## src/rtl/slp_wake_pkg.sv

```systemverilog
package slp_wake_pkg;
  typedef enum logic [1:0] {ST_RUN, ST_SLEEP, ST_EXIT} slp_state_e;

  localparam int unsigned NUM_SRC    = 3;
  localparam int unsigned SRC_OVF    = 0;
  localparam int unsigned SRC_MATCH  = 1;
  localparam int unsigned SRC_PIT    = 2;

  // word 0 layout
  localparam int unsigned EN_LSB     = 0;
  localparam int unsigned RAMSEL_LSB = 8;
  localparam int unsigned SLPEN_BIT  = 12;
  localparam int unsigned FLAG_LSB   = 16;
  localparam int unsigned SLEEPF_BIT = 24;
  // word 1 layout
  localparam int unsigned FAST_BIT   = 0;
  localparam int unsigned PTR_LSB    = 2;
endpackage

```

## src/rtl/slp_wake_src.sv

```systemverilog
module slp_wake_src (
  input  logic clk_i,
  input  logic rst_ni,
  input  logic en_wr_i,
  input  logic en_wdata_i,
  input  logic en_clr_i,
  input  logic flag_clr_i,
  input  logic event_i,
  input  logic wake_i,
  output logic en_o,
  output logic hit_o,
  output logic flag_o
);
  logic en_q, flag_q;

  assign hit_o  = event_i & en_q;
  assign en_o   = en_q;
  assign flag_o = flag_q;

  always_ff @(posedge clk_i or negedge rst_ni) begin
    if (!rst_ni)       en_q <= 1'b0;
    else if (en_clr_i) en_q <= 1'b0;
    else if (en_wr_i)  en_q <= en_wdata_i;
  end

  // hardware set has priority over software clear
  always_ff @(posedge clk_i or negedge rst_ni) begin
    if (!rst_ni)                 flag_q <= 1'b0;
    else if (wake_i && hit_o)    flag_q <= 1'b1;
    else if (flag_clr_i)         flag_q <= 1'b0;
  end

  a_r4_off_src_no_flag: assert property (@(posedge clk_i) disable iff (!rst_ni)
    (!flag_q && !en_q) |=> !flag_q);

  a_r5_set_beats_clear: assert property (@(posedge clk_i) disable iff (!rst_ni)
    (wake_i && event_i && en_q) |=> flag_q);
endmodule

```

## src/rtl/slp_exit_seq.sv

```systemverilog
module slp_exit_seq
  import slp_wake_pkg::*;
#(
  parameter int unsigned LONG_CYC  = 1000,
  parameter int unsigned SHORT_CYC = 16
) (
  input  logic clk_i,
  input  logic rst_ni,
  input  logic sleep_en_i,
  input  logic hit_any_i,
  input  logic fast_i,
  output logic asleep_o,
  output logic exit_start_o,
  output logic exit_rst_o,
  output logic exit_done_o
);
  localparam int unsigned MAX_CYC = (LONG_CYC > SHORT_CYC) ? LONG_CYC : SHORT_CYC;
  localparam int unsigned CNT_W   = $clog2(MAX_CYC + 1);

  slp_state_e       state_q;
  logic [CNT_W-1:0] cnt_q;

  assign asleep_o     = (state_q == ST_SLEEP);
  assign exit_rst_o   = (state_q == ST_EXIT);
  assign exit_start_o = asleep_o & hit_any_i;
  assign exit_done_o  = exit_rst_o & (cnt_q == '0);

  always_ff @(posedge clk_i or negedge rst_ni) begin
    if (!rst_ni) begin
      state_q <= ST_RUN;
      cnt_q   <= '0;
    end else begin
      unique case (state_q)
        ST_RUN:   if (sleep_en_i) state_q <= ST_SLEEP;
        ST_SLEEP: if (hit_any_i) begin
          state_q <= ST_EXIT;
          cnt_q   <= fast_i ? CNT_W'(SHORT_CYC - 1) : CNT_W'(LONG_CYC - 1);
        end
        ST_EXIT:  if (cnt_q == '0) state_q <= ST_RUN;
                  else cnt_q <= cnt_q - 1'b1;
        default:  state_q <= ST_RUN;
      endcase
    end
  end

  // independent length measurement for the checks below
  logic [CNT_W:0] len_q;
  logic           fast_lat_q;
  always_ff @(posedge clk_i or negedge rst_ni) begin
    if (!rst_ni) begin
      len_q      <= '0;
      fast_lat_q <= 1'b0;
    end else begin
      len_q <= exit_rst_o ? len_q + 1'b1 : '0;
      if (exit_start_o) fast_lat_q <= fast_i;
    end
  end

  a_r3_sleep_entry: assert property (@(posedge clk_i) disable iff (!rst_ni)
    (state_q == ST_RUN && sleep_en_i) |=> asleep_o);

  a_r6_r7_exit_len: assert property (@(posedge clk_i) disable iff (!rst_ni)
    $fell(exit_rst_o) |->
      ((32'($past(len_q)) + 32'd1) == (fast_lat_q ? 32'(SHORT_CYC) : 32'(LONG_CYC))));
endmodule

```

## src/rtl/slp_wake_ctrl.sv

```systemverilog
module slp_wake_ctrl
  import slp_wake_pkg::*;
#(
  parameter int unsigned ADDR_W    = 4,
  parameter int unsigned RAMSEL_W  = 2,
  parameter int unsigned LONG_CYC  = 1000,
  parameter int unsigned SHORT_CYC = 16
) (
  input  logic                clk_i,
  input  logic                rst_ni,
  input  logic [ADDR_W-1:0]   reg_addr_i,
  input  logic                reg_wr_i,
  input  logic [31:0]         reg_wdata_i,
  output logic [31:0]         reg_rdata_o,
  input  logic [NUM_SRC-1:0]  wake_evt_i,
  output logic                sleep_req_o,
  output logic [RAMSEL_W-1:0] ram_ret_sel_o,
  output logic                sys_rst_o,
  output logic                pad_safe_o
);
  localparam int unsigned PTR_W = 32 - PTR_LSB;

  logic wr_ctrl, wr_rec;
  assign wr_ctrl = reg_wr_i && (reg_addr_i == ADDR_W'(0));
  assign wr_rec  = reg_wr_i && (reg_addr_i == ADDR_W'(1));

  logic                unused_wdata;
  assign unused_wdata = ^reg_wdata_i;

  logic                sleep_en_q, sleepf_q, fast_q;
  logic [RAMSEL_W-1:0] ram_sel_q;
  logic [PTR_W-1:0]    ptr_q;

  logic [NUM_SRC-1:0]  en_w, hit_w, flag_w;
  logic                exit_start, exit_done, asleep;

  for (genvar g = 0; g < NUM_SRC; g++) begin : g_src
    slp_wake_src u_src (
      .clk_i      (clk_i),
      .rst_ni     (rst_ni),
      .en_wr_i    (wr_ctrl),
      .en_wdata_i (reg_wdata_i[EN_LSB+g]),
      .en_clr_i   (exit_done),
      .flag_clr_i (wr_ctrl & reg_wdata_i[FLAG_LSB+g]),
      .event_i    (wake_evt_i[g]),
      .wake_i     (exit_start),
      .en_o       (en_w[g]),
      .hit_o      (hit_w[g]),
      .flag_o     (flag_w[g])
    );
  end

  slp_exit_seq #(
    .LONG_CYC  (LONG_CYC),
    .SHORT_CYC (SHORT_CYC)
  ) u_seq (
    .clk_i        (clk_i),
    .rst_ni       (rst_ni),
    .sleep_en_i   (sleep_en_q),
    .hit_any_i    (|hit_w),
    .fast_i       (fast_q),
    .asleep_o     (asleep),
    .exit_start_o (exit_start),
    .exit_rst_o   (sys_rst_o),
    .exit_done_o  (exit_done)
  );

  always_ff @(posedge clk_i or negedge rst_ni) begin
    if (!rst_ni) begin
      sleep_en_q <= 1'b0;
      ram_sel_q  <= '0;
    end else if (exit_done) begin
      sleep_en_q <= 1'b0;
      ram_sel_q  <= '0;
    end else if (wr_ctrl) begin
      sleep_en_q <= reg_wdata_i[SLPEN_BIT];
      ram_sel_q  <= reg_wdata_i[RAMSEL_LSB +: RAMSEL_W];
    end
  end

  always_ff @(posedge clk_i or negedge rst_ni) begin
    if (!rst_ni)                                sleepf_q <= 1'b0;
    else if (exit_start)                        sleepf_q <= 1'b1;
    else if (wr_ctrl && reg_wdata_i[SLEEPF_BIT]) sleepf_q <= 1'b0;
  end

  // survives the exit reset: cleared only by power-on reset
  always_ff @(posedge clk_i or negedge rst_ni) begin
    if (!rst_ni) begin
      ptr_q  <= '0;
      fast_q <= 1'b0;
    end else if (wr_rec) begin
      ptr_q  <= reg_wdata_i[31:PTR_LSB];
      fast_q <= reg_wdata_i[FAST_BIT];
    end
  end

  always_comb begin
    reg_rdata_o = '0;
    if (reg_addr_i == ADDR_W'(0)) begin
      reg_rdata_o[EN_LSB +: NUM_SRC]       = en_w;
      reg_rdata_o[RAMSEL_LSB +: RAMSEL_W]  = ram_sel_q;
      reg_rdata_o[SLPEN_BIT]               = sleep_en_q;
      reg_rdata_o[FLAG_LSB +: NUM_SRC]     = flag_w;
      reg_rdata_o[SLEEPF_BIT]              = sleepf_q;
    end else if (reg_addr_i == ADDR_W'(1)) begin
      reg_rdata_o[31:PTR_LSB]              = ptr_q;
      reg_rdata_o[FAST_BIT]                = fast_q;
    end
  end

  assign sleep_req_o   = asleep;
  assign ram_ret_sel_o = ram_sel_q;
  assign pad_safe_o    = sleepf_q;

  a_r8_pads_safe_on_exit: assert property (@(posedge clk_i) disable iff (!rst_ni)
    exit_start |=> (pad_safe_o && sys_rst_o));

  a_r9_ctrl_cleared: assert property (@(posedge clk_i) disable iff (!rst_ni)
    $fell(sys_rst_o) |-> (ram_ret_sel_o == '0 && !sleep_en_q && en_w == '0));
endmodule

```

## config.mk

```make
export PLATFORM = sky130hd
export DESIGN_NAME = slp_wake_ctrl
export DESIGN_NICKNAME = d
export VERILOG_FILES = /design/src/rtl/slp_wake_pkg.sv /design/src/rtl/slp_wake_src.sv /design/src/rtl/slp_exit_seq.sv /design/src/rtl/slp_wake_ctrl.sv
export SDC_FILE = /design/constraint.sdc
export NUM_CORES = 1
export LEC_CHECK = 0
export BUFFER_PORTS_ARGS = -buffer_cell sky130_fd_sc_hd__clkbuf_2
export CORE_MARGIN = 8
export CORE_UTILIZATION = 41
export CTS_CLUSTER_DIAMETER = 40
export DETAILED_ROUTE_END_ITERATION = 6
export HOLD_SLACK_MARGIN = 0.15
export PLACE_DENSITY = 0.67
export SKIP_LAST_GASP = 1
export SYNTH_ARGS = -nofsm -noshare
export SYNTH_HDL_FRONTEND = slang
export SYNTH_HIERARCHICAL = 1
export SYNTH_SLANG_ARGS = --single-unit
export TNS_END_PERCENT = 5
```

## constraint.sdc

```tcl
create_clock -name clk_i -period 2.6 [get_ports clk_i]
set_input_delay 0.39 -clock clk_i [delete_from_list [all_inputs] [get_ports clk_i]]
set_output_delay 0.39 -clock clk_i [all_outputs]
set_load 0.005 [all_outputs]
```

==> impl.org, run 1 <==
** Timing
- Setup slack closes at approximately 0.63 ns.
- Worst relative slew slack :: 0.516
- The max-slew violation count is 0.
- Max frequency :: between 0.5 and 0.6 GHz
- On the final layout, the worst hold slack is 0.133 ns.
- Setup clock skew after layout :: 0.00343 ns
- Setup repair after global routing left no endpoint under its margin.
- The final hold violation count was 0.
- Final critical path time including I/O delays and setup :: 1.97 ns
- Tightest Pin Transition :: roughly 0.73 ns
- Final setup fails :: 0
- Share of the cycle needed by the critical path after routing :: 0.757
- Setup TNS :: 0 ns

** Floorplanning
- Count of pins on the block boundary :: just under 80
- From bottom edge to top edge, the die measures 97.9 um.
- Number of standard-cell rows in the floorplan :: 30
- Width of the chip :: between 90 and 100 um
- For this configuration, the core starts out at a cell density of 0.414.
- Area inside the core boundary :: 6640 um^2
- The floorplan step defined a die boundary enclosing roughly 9600 um^2.

** CTS
- The number of clock buffers added by TritonCTS is 5.
- Clock tree synthesis selected as its root buffer the cell sky130_fd_sc_hd__clkbuf_8.
- Longest Clk Path Bufs :: 2
- Clk slew on worst S/H paths :: 0.09 ns
- In this run the number of H-tree levels came out at 2.
- Post-CTS Hold Buffers :: 0
- Buffers added to address setup during post-CTS repair amount to 0.
- TritonCTS built the clock tree.
- For this design, the sink count on the clock tree is 53.
- In this run, post-CTS repair resized a total of 0 instances.
- The later pin in the worst-skew pair is clocked with a latency of roughly 0.3 ns.

** GRT
- Entering global routing, the biggest net connects 32 pins.
- Global routing finished with a remaining overflow of 0.
- Via count of the first global-routing pass :: 2,099
- For this run, the total global-route usage over all layers was measured as 0.136.
- First-pass GRT wire length :: 10,800 um
- Antenna violations before repair :: 0

** Finish
- Final Instance Count excl. Fillers :: 386
- Number of fillers in the final layout :: 602
- From synthesis to final layout, the design area changed by 20.6%.
- Count of inserted antenna diode cells :: 0
- Share of layout cells above drive strength 1 :: 0.441
- At the end of the flow, the number of nets in the layout was 349.

** Power
- Internal power :: 1.67 mW
- In this run the power spent charging and discharging nets is 0.758 mW.
- Power density over the cells :: 732 nW/um^2
- Fraction of power consumed by the clock network :: 0.194
- Of the total power, combinational logic draws 0.281.
- The analysis attributes to cell leakage a power of 1.68 nW.
- Of the total power, registers draw 0.525.
- Summing internal, switching and leakage power gives 2.43 mW.
- Switching power as a share of total power :: 0.312
- Highest ir drop seen on vdd :: just over 300 uV

** Critical path
- Together, buffers and inverters on the worst path number 1.
- The signal on the critical path passes through inv_1 > ha_1 > or3b_4 > or4_4 > a2bb2oi_1 > o22a_1.
- Crit path largest cell delay :: 0.42 ns
- Slowest CP cell :: sky130_fd_sc_hd__dfrtp_1
- Crit path launch type :: flop
- STA puts the critical path data required time at 2.79 ns.
- Type of destination of the critical path :: flop
- Arrival time of the worst setup path :: roughly 2.2 ns
- Largest delay contributor family on the critical path :: simple AND/OR/NAND/NOR gates
- Of all nets on the critical path, the largest fanout is 4.
- By startpoint and endpoint, the worst setup path is classified as reg -> reg.

** Outcome
- The flow ran to the end, and the final reports show no timing, DRC or antenna violations.

** Routing
- The pre-antenna-repair detailed-routing pass consisted of 4 iterations.
- The detailed router finished its first iteration with 135 violations.
- Drc violations :: 0
- The routed design has 6410 um of wire.
- Average wire per cell in the routed design :: 16.6 um
- Via count :: 1,992
- The count of nets left with antenna violations once routing finished came out at 0.
- Using the TritonRoute via totals, the vias-per-cell ratio works out to 5.16.

** Synth
- Share of flip-flops with an asynchronous set or reset after synthesis :: 1.00
- In the synthesized netlist the dominant register cell turns out to be sky130_fd_sc_hd__dfrtp_1.
- Distinct cells, synth :: 49
- Counting flops and latches in the post-synthesis netlist gives 53.
- In this run, synthesis inferred 0 flip-flops with an integrated enable.
- The number of nets in the synthesized netlist is approximately 270.
- Number of warnings issued by yosys :: 6
- In this run the cell area of the synthesized design comes to 2750 um^2.
- Counting every instance in the synthesized netlist gives 225.
- Mean post-synth cell area :: 12.2 um^2
- Sequential share of the synthesized area :: 0.482

** Run
- Max-capacitance violation count :: 0

** Placed design
- Once detailed placement completed, the half-perimeter wirelength came to 4790 um.
- Weighted congestion reported at the end of routability-driven placement :: between 0.8 and 0.9
- Placed Cells :: roughly 380
- The count of buffers added on input and output ports is between 70 and 80.
- Post-Place Worst Slack :: 0.640 ns

** Min path
- Class of the tightest hold or removal check :: in -> async
[metal layers]
| metal | wire length, um | track usage | up-vias |
|---|---|---|---|
| met4 | 43 | 0.0372 | 0 |
| met5 | 0 | 0 | - |
| met2 | 3140 | 0.215 | 62 |
| met1 | 2920 | 0.182 | 967 |
| li1 | - | - | 959 |
| met3 | 307 | 0.0306 | 4 |
[worst paths after layout]
path | from | end | slack [ns] | depth (start not counted)
min | rst_ni | ram_ret_sel_o[0] | 0.13 | 1
max | u_seq/cnt_q[0] | u_seq/cnt_q[8] | 0.63 | 6
min reg2reg | ptr_q[19] | ptr_q[19] | 0.51 | 1
max in group asynchronous | rst_ni | ptr_q[28] | 1.89 | 2
min in group clk_i | reg_wdata_i[31] | ptr_q[29] | 0.31 | 2
max reg2reg | u_seq/cnt_q[0] | u_seq/cnt_q[8] | 0.63 | 6
[worst register-to-register path: stages (launching register included)]
cell and delay, ns:
sky130_fd_sc_hd__dfrtp_1 0.42, sky130_fd_sc_hd__inv_1 0.08, sky130_fd_sc_hd__ha_1 0.20, sky130_fd_sc_hd__or3b_4 0.41
sky130_fd_sc_hd__or4_4 0.42, sky130_fd_sc_hd__a2bb2oi_1 0.16, sky130_fd_sc_hd__o22a_1 0.18
[synthesized netlist by cell type (all sizes together), types with 2 or more instances]
master	n	area, um^2
and2	27	176
buf	4	45.0
dfrtp	53	1330
a31oi	2	12.5
a22o	12	105
nor3	6	35.0
o21ai	4	20.0
inv	9	33.8
nand4b	3	26.3
nor4	3	33.8
nand2b	4	25.0
nor4b	2	38.8
mux2i	5	50.1
mux2	31	462
a21o	2	15.0
nor2	12	45.0
or4	2	22.5
clkbuf	5	18.8
and3	3	18.8
nand3	3	15.0
nand2	7	28.8
a21oi	6	30.0
[metrics by stage]
stage / utilization / area (um^2)
after floorplan: - / 2750
after global placement: 0.486 / 3230
after detailed placement: 0.486 / 3230
after CTS: 0.499 / 3320
after global routing: 0.499 / 3320
final: 0.499 / 3320
[power groups by stage]
| stage | combinational (mW) | clock, mW | sequential (mW) |
|---|---|---|---|
| 2_1_floorplan | 0.530 | 0 | 1.22 |
| 5_1_grt | 0.765 | 0.513 | 1.31 |
| 3_3_place_gp | 0.669 | 0 | 1.28 |
| 6_report | 0.682 | 0.472 | 1.28 |
| 3_5_place_dp | 0.685 | 0 | 1.29 |
| 4_1_cts | 0.689 | 0.489 | 1.27 |
[cell usage in the layout, fill, tap and decap left out, drive strengths merged, types with 2 or more instances in the layout]
master and count:
nand4b 3, mux2 31, nor2 12, nor4b 2
mux2i 5, and3 3, buf 5, nor3 6
clkbuf 84, dfrtp 53, a21oi 6, a22o 12
inv 9, nand2b 4, nand2 7, o21ai 4
a31oi 2, or4 2, nor4 3, and2 27
a21o 2, nand3 3
[cell type report]
type	count	area, um^2	share of cell area
sequential	53	1330	0.400
clock buffer	6	82.6	0.0249
clock inverter	1	7.51	0.00226
tap	80	100	0.0302
inverter	9	33.8	0.0102
multi-input combinational	154	1330	0.400
timing repair buffer	83	440	0.133
[state kept, by name (all words and copies together), names as in the netlist]
name                flops
fast_q                  1
g_src.u_src/en_o        3
g_src.u_src/flag_o      3
pad_safe_o              1
ptr_q                  30
ram_ret_sel_o           2
sleep_en_q              1
u_seq/cnt_q            10
u_seq/state_q           2
[cell families after synthesis]
family / Yosys count / synth area share
fa+ha+maj: 1 / 0.00455
flops: 53 / 0.482
simple gates: 81 / 0.196
buf+inv: 18 / 0.0355
xor+xnor: 1 / 0.00318
compound gates: 35 / 0.0932
mux: 36 / 0.186
(Power assumes the default switching activity.)
==> run 2, diff against run 1 <==
--- a/config.mk
+++ b/config.mk
@@ -11,7 +11,7 @@
 export CTS_CLUSTER_DIAMETER = 40
 export DETAILED_ROUTE_END_ITERATION = 6
 export HOLD_SLACK_MARGIN = 0.15
-export PLACE_DENSITY = 0.67
+export PLACE_DENSITY = 0.7
 export SKIP_LAST_GASP = 1
 export SYNTH_ARGS = -nofsm -noshare
 export SYNTH_HDL_FRONTEND = slang
==> constraint.sdc (replaced) <==
create_clock -name clk_i -period 1.8 [get_ports clk_i]
set_input_delay 0.27 -clock clk_i [delete_from_list [all_inputs] [get_ports clk_i]]
set_output_delay 0.27 -clock clk_i [all_outputs]
set_load 0.005 [all_outputs]
==> impl.org, run 2 (synthesis gave the netlist of run 1 again) <==
** Min path
- Counting instances, the worst hold path has a depth of 2.
- The worst hold path begins at reg_wdata_i[26].
- The worst hold path terminates at ptr_q[24].
- Class of the tightest hold or removal check :: in -> reg (was in -> async)

** Floorplanning
- The placeable core region came to 6640 um^2 (unchanged).
- The overall die height was 97.9 um (unchanged).
- Floorplan die area :: 9590 um^2 (unchanged)
- The count of boundary I/O pins was 79 (unchanged).
- Width of the chip :: 97.9 um (unchanged)
- Number of standard-cell rows in the floorplan :: 30 (unchanged)
- The starting utilization of the core area is 0.414 (unchanged).

** Routing
- The met3 wire length is 262 um (was 307 um).
- Number of vias per cell :: 5.21 (was 5.16)
- M1 WL :: 3120 um (was 2920 um)
- The topmost layer with routed signal wires is met4 (unchanged).
- The wire length reported by the detailed router was 6880 um (was 6410 um).
- Drc violations :: 0 (unchanged)
- WL met2 :: 3280 um (was 3140 um)
- The count of TritonRoute iterations in the first routing pass is 4 (unchanged).
- The final routed wire length divided by cell count came to 17.0 um (was 16.6 um).
- Via count :: 2,109 (was 1,992)
- Number of nets still failing antenna checks after routing :: 0 (unchanged)
- Drt initial violations :: 104 (was 135)

** CTS
- Number of post-CTS setup repair buffers :: 0 (unchanged)
- The post-CTS clock slew at the launch and capture registers of the worst setup and hold paths came to 0.10 ns (was 0.09 ns).
- The largest buffer count on any clock path is 2 (unchanged).
- The clock buffer count from CTS is 5 (unchanged).
- The cell at the root of the clock tree was sky130_fd_sc_hd__clkbuf_8 (unchanged).
- Maximum level of the CTS H-tree :: 2 (unchanged)
- The TritonCTS clock tree is done (unchanged).
- The CTS sink count is 53 (unchanged).
- The worst-skew pair later-pin latency is 0.31 ns (was 0.30 ns).

** Power
- The maximum ir drop on the vdd rail came to 396 uV (was 306 uV).
- Reg power frac :: 0.465 (was 0.525)
- Switching power as a share of total power :: 0.306 (was 0.312)
- Power density over the cells :: 1090 nW/um^2 (was 732 nW/um^2)
- Fraction of power consumed by the clock network :: 0.211 (was 0.194)
- The internal power summed over all cells came to 2.65 mW (was 1.67 mW).
- The switching power summed over all nets came to 1.17 mW (was 0.758 mW).
- P_leak :: 1.79 nW (was 1.68 nW)
- The power after layout is 3.83 mW (was 2.43 mW).
- Comb pwr share :: 0.324 (was 0.281)

** Finish
- Number of fillers in the final layout :: 600 (was 602)
- Count of inserted antenna diode cells :: 0 (unchanged)
- Most common cell after layout, fill and taps aside :: sky130_fd_sc_hd__clkbuf_2 (unchanged)
- The signed area change from the synthesized netlist to the final layout came to 27.9% (was 20.6%).
- Largest registers :: ptr_q: 30 flops, u_seq/cnt_q: 10 flops (unchanged)
- The number of non-filler instances in the completed layout came to 405 (was 386).
- The register bank with the most flops is ptr_q (unchanged).
- Final Net Count :: 367 (was 349)
- Leading cell types in the layout, fill and taps excluded: sky130_fd_sc_hd__clkbuf_2, sky130_fd_sc_hd__dfrtp_1, sky130_fd_sc_hd__mux2_4, sky130_fd_sc_hd__and2_1, sky130_fd_sc_hd__buf_4 (was sky130_fd_sc_hd__clkbuf_2, sky130_fd_sc_hd__dfrtp_1, sky130_fd_sc_hd__mux2_4, sky130_fd_sc_hd__and2_1).
- Share of layout cells above drive strength 1 :: 0.489 (was 0.441)
- The flip-flop count of the largest register, all copies and words added is 30 (unchanged).

** Critical path
- The worst reg2reg path depth was 6 (unchanged).
- The kind of critical path is reg -> reg (unchanged).
- The reg-to-reg critical path endpoint is u_seq/cnt_q[8] (unchanged).
- Type of destination of the critical path :: flop (unchanged)
- The worst-path maximum fanout is 2 (was 4).
- Req. time, crit path :: 1.99 ns (was 2.79 ns)
- The source of the worst register-to-register timing path is u_seq/cnt_q[0] (unchanged).
- Arrival time of the worst setup path :: 2.02 ns (was 2.16 ns)
- Crit path launch type :: flop (unchanged)
- R2R Setup Slk :: -0.03 ns (was 0.63 ns)

** Timing
- The actual transition at the worst max-transition pin is 0.551 ns (was 0.725 ns).
- Final hold violation count :: 0 (unchanged)
- Max frequency :: 0.545 GHz (was 0.508 GHz)
- The share of the cycle needed by the critical path after routing is 1.02 (was 0.757).
- The shortest period the worst path allows was 1.83 ns (was 1.97 ns).
- The headroom to the max-slew limit was 0.627 (was 0.516).
- Fin worst setup slack :: -0.0336 ns (was 0.632 ns)
- RSZ-0062 raised after global routing: yes (was no).
- Max-slew violation count :: 0 (unchanged)
- The clock skew is 0.0111 ns (was 0.00343 ns).
- Final setup fails :: 1 (was 0)

** GRT
- The global-route wire length before repair is 11,300 um (was 10,800 um).
- The via count of the first global-routing pass is 2,218 (was 2,099).
- Total global-route track usage :: 0.143 (was 0.136)
- The largest net degree at the start of global routing is 54 (was 32).
- Remaining Overflow, GRT :: 0 (unchanged)
- Antenna violations before repair :: 0 (unchanged)

** Placed design
- The number of placed cells counting well taps is 396 (was 379).
- The placed wire-length estimate after detailed placement was 5150 um (was 4790 um).
- The final weighted congestion in routability-driven placement came to 0.869 (was 0.874).
- The count of port buffers added during placement came to 78 (unchanged).

** Outcome
- The checks that failed: negative setup slack.
- Result of the run :: complete, but fails checks (was complete, no violations)

** Run
- The max-cap check violation count is 0 (unchanged).
run 2: changes by cell type in the layout (fill, tap and decap cells not counted), sizes merged:
| cell | previous run | this run |
|---|---|---|
| buf | 5 | 22 |
| bufinv | 0 | 1 |
| clkinv | 0 | 1 |
| clkinvlp | 1 | 0 |
| dlygate4sd3 | 0 | 1 |
run 2: stage by stage:
step                      setup slack (ns)  instance area, um^2  hold slack [ns]   util  setup TNS [ns]
final                              -0.0336                 3520            0.186  0.530         -0.0336
after global routing               -0.0772                 3520            0.165  0.530          -0.236
after CTS                          -0.0286                 3490            0.178  0.526         -0.0309
after detailed placement           -0.0365                 3370            0.289  0.507         -0.0365
after global placement             0.00916                 3370            0.290  0.507               0
after floorplan                    -0.0383                 2750          -0.0256      -         -0.0709
run 2: final cells by class:
type | count | area (um^2) | area share
Inverter | 9 | 33.8 | 0.00960
Multi-Input combinational cell | 154 | 1360 | 0.385
Sequential cell | 53 | 1330 | 0.377
Clock inverter | 2 | 38.8 | 0.0110
Timing Repair Buffer | 101 | 591 | 0.168
Clock buffer | 6 | 72.6 | 0.0206
Tap cell | 80 | 100 | 0.0284
run 2: layer usage:
metal,GRT usage,vias up
li1,-,1005
met1,0.180,1029
met2,0.230,61
met3,0.0292,14
met4,0.0647,0
met5,0,-
run 2: worst max-delay path by stage:
| stage | start | endpoint | slack (ns) | cells past startpoint |
|---|---|---|---|---|
| detailed placement | u_seq/cnt_q[0] | u_seq/cnt_q[8] | -0.04 | 6 |
| global placement | u_seq/cnt_q[1] | u_seq/cnt_q[8] | 0.009 | 6 |
| floorplan | u_seq/cnt_q[0] | u_seq/cnt_q[8] | -0.04 | 6 |
| CTS | u_seq/cnt_q[0] | u_seq/cnt_q[8] | -0.03 | 6 |
| global route | u_seq/cnt_q[1] | u_seq/cnt_q[8] | -0.08 | 6 |
| finish | u_seq/cnt_q[0] | u_seq/cnt_q[8] | -0.03 | 6 |
run 2: power by group through the flow:
stage	sequential (mW)	clock (mW)	combinational (mW)
floorplan	1.76	0	0.768
global placement	1.78	0	1.18
detailed placement	1.80	0	1.21
CTS	1.78	0.831	1.21
global route	1.83	0.882	1.35
finish	1.78	0.807	1.24
run 2: what timing repair did:
item / CTS / global route
hold buffers: 1 / 0
endpoints found under the setup margin: 2 / 12
resized for setup: 0 / 7
pin swaps: 1 / 1
cloned: 0 / 0
hold endpoints to repair: 53 / 0
run 2: worst max-delay path: stages, from the launching register on:
cell and delay, ns:
sky130_fd_sc_hd__dfrtp_1 0.39, sky130_fd_sc_hd__inv_2 0.06, sky130_fd_sc_hd__ha_2 0.17, sky130_fd_sc_hd__or3b_4 0.37, sky130_fd_sc_hd__or4_4 0.43, sky130_fd_sc_hd__a2bb2oi_1 0.14, sky130_fd_sc_hd__o22a_1 0.16
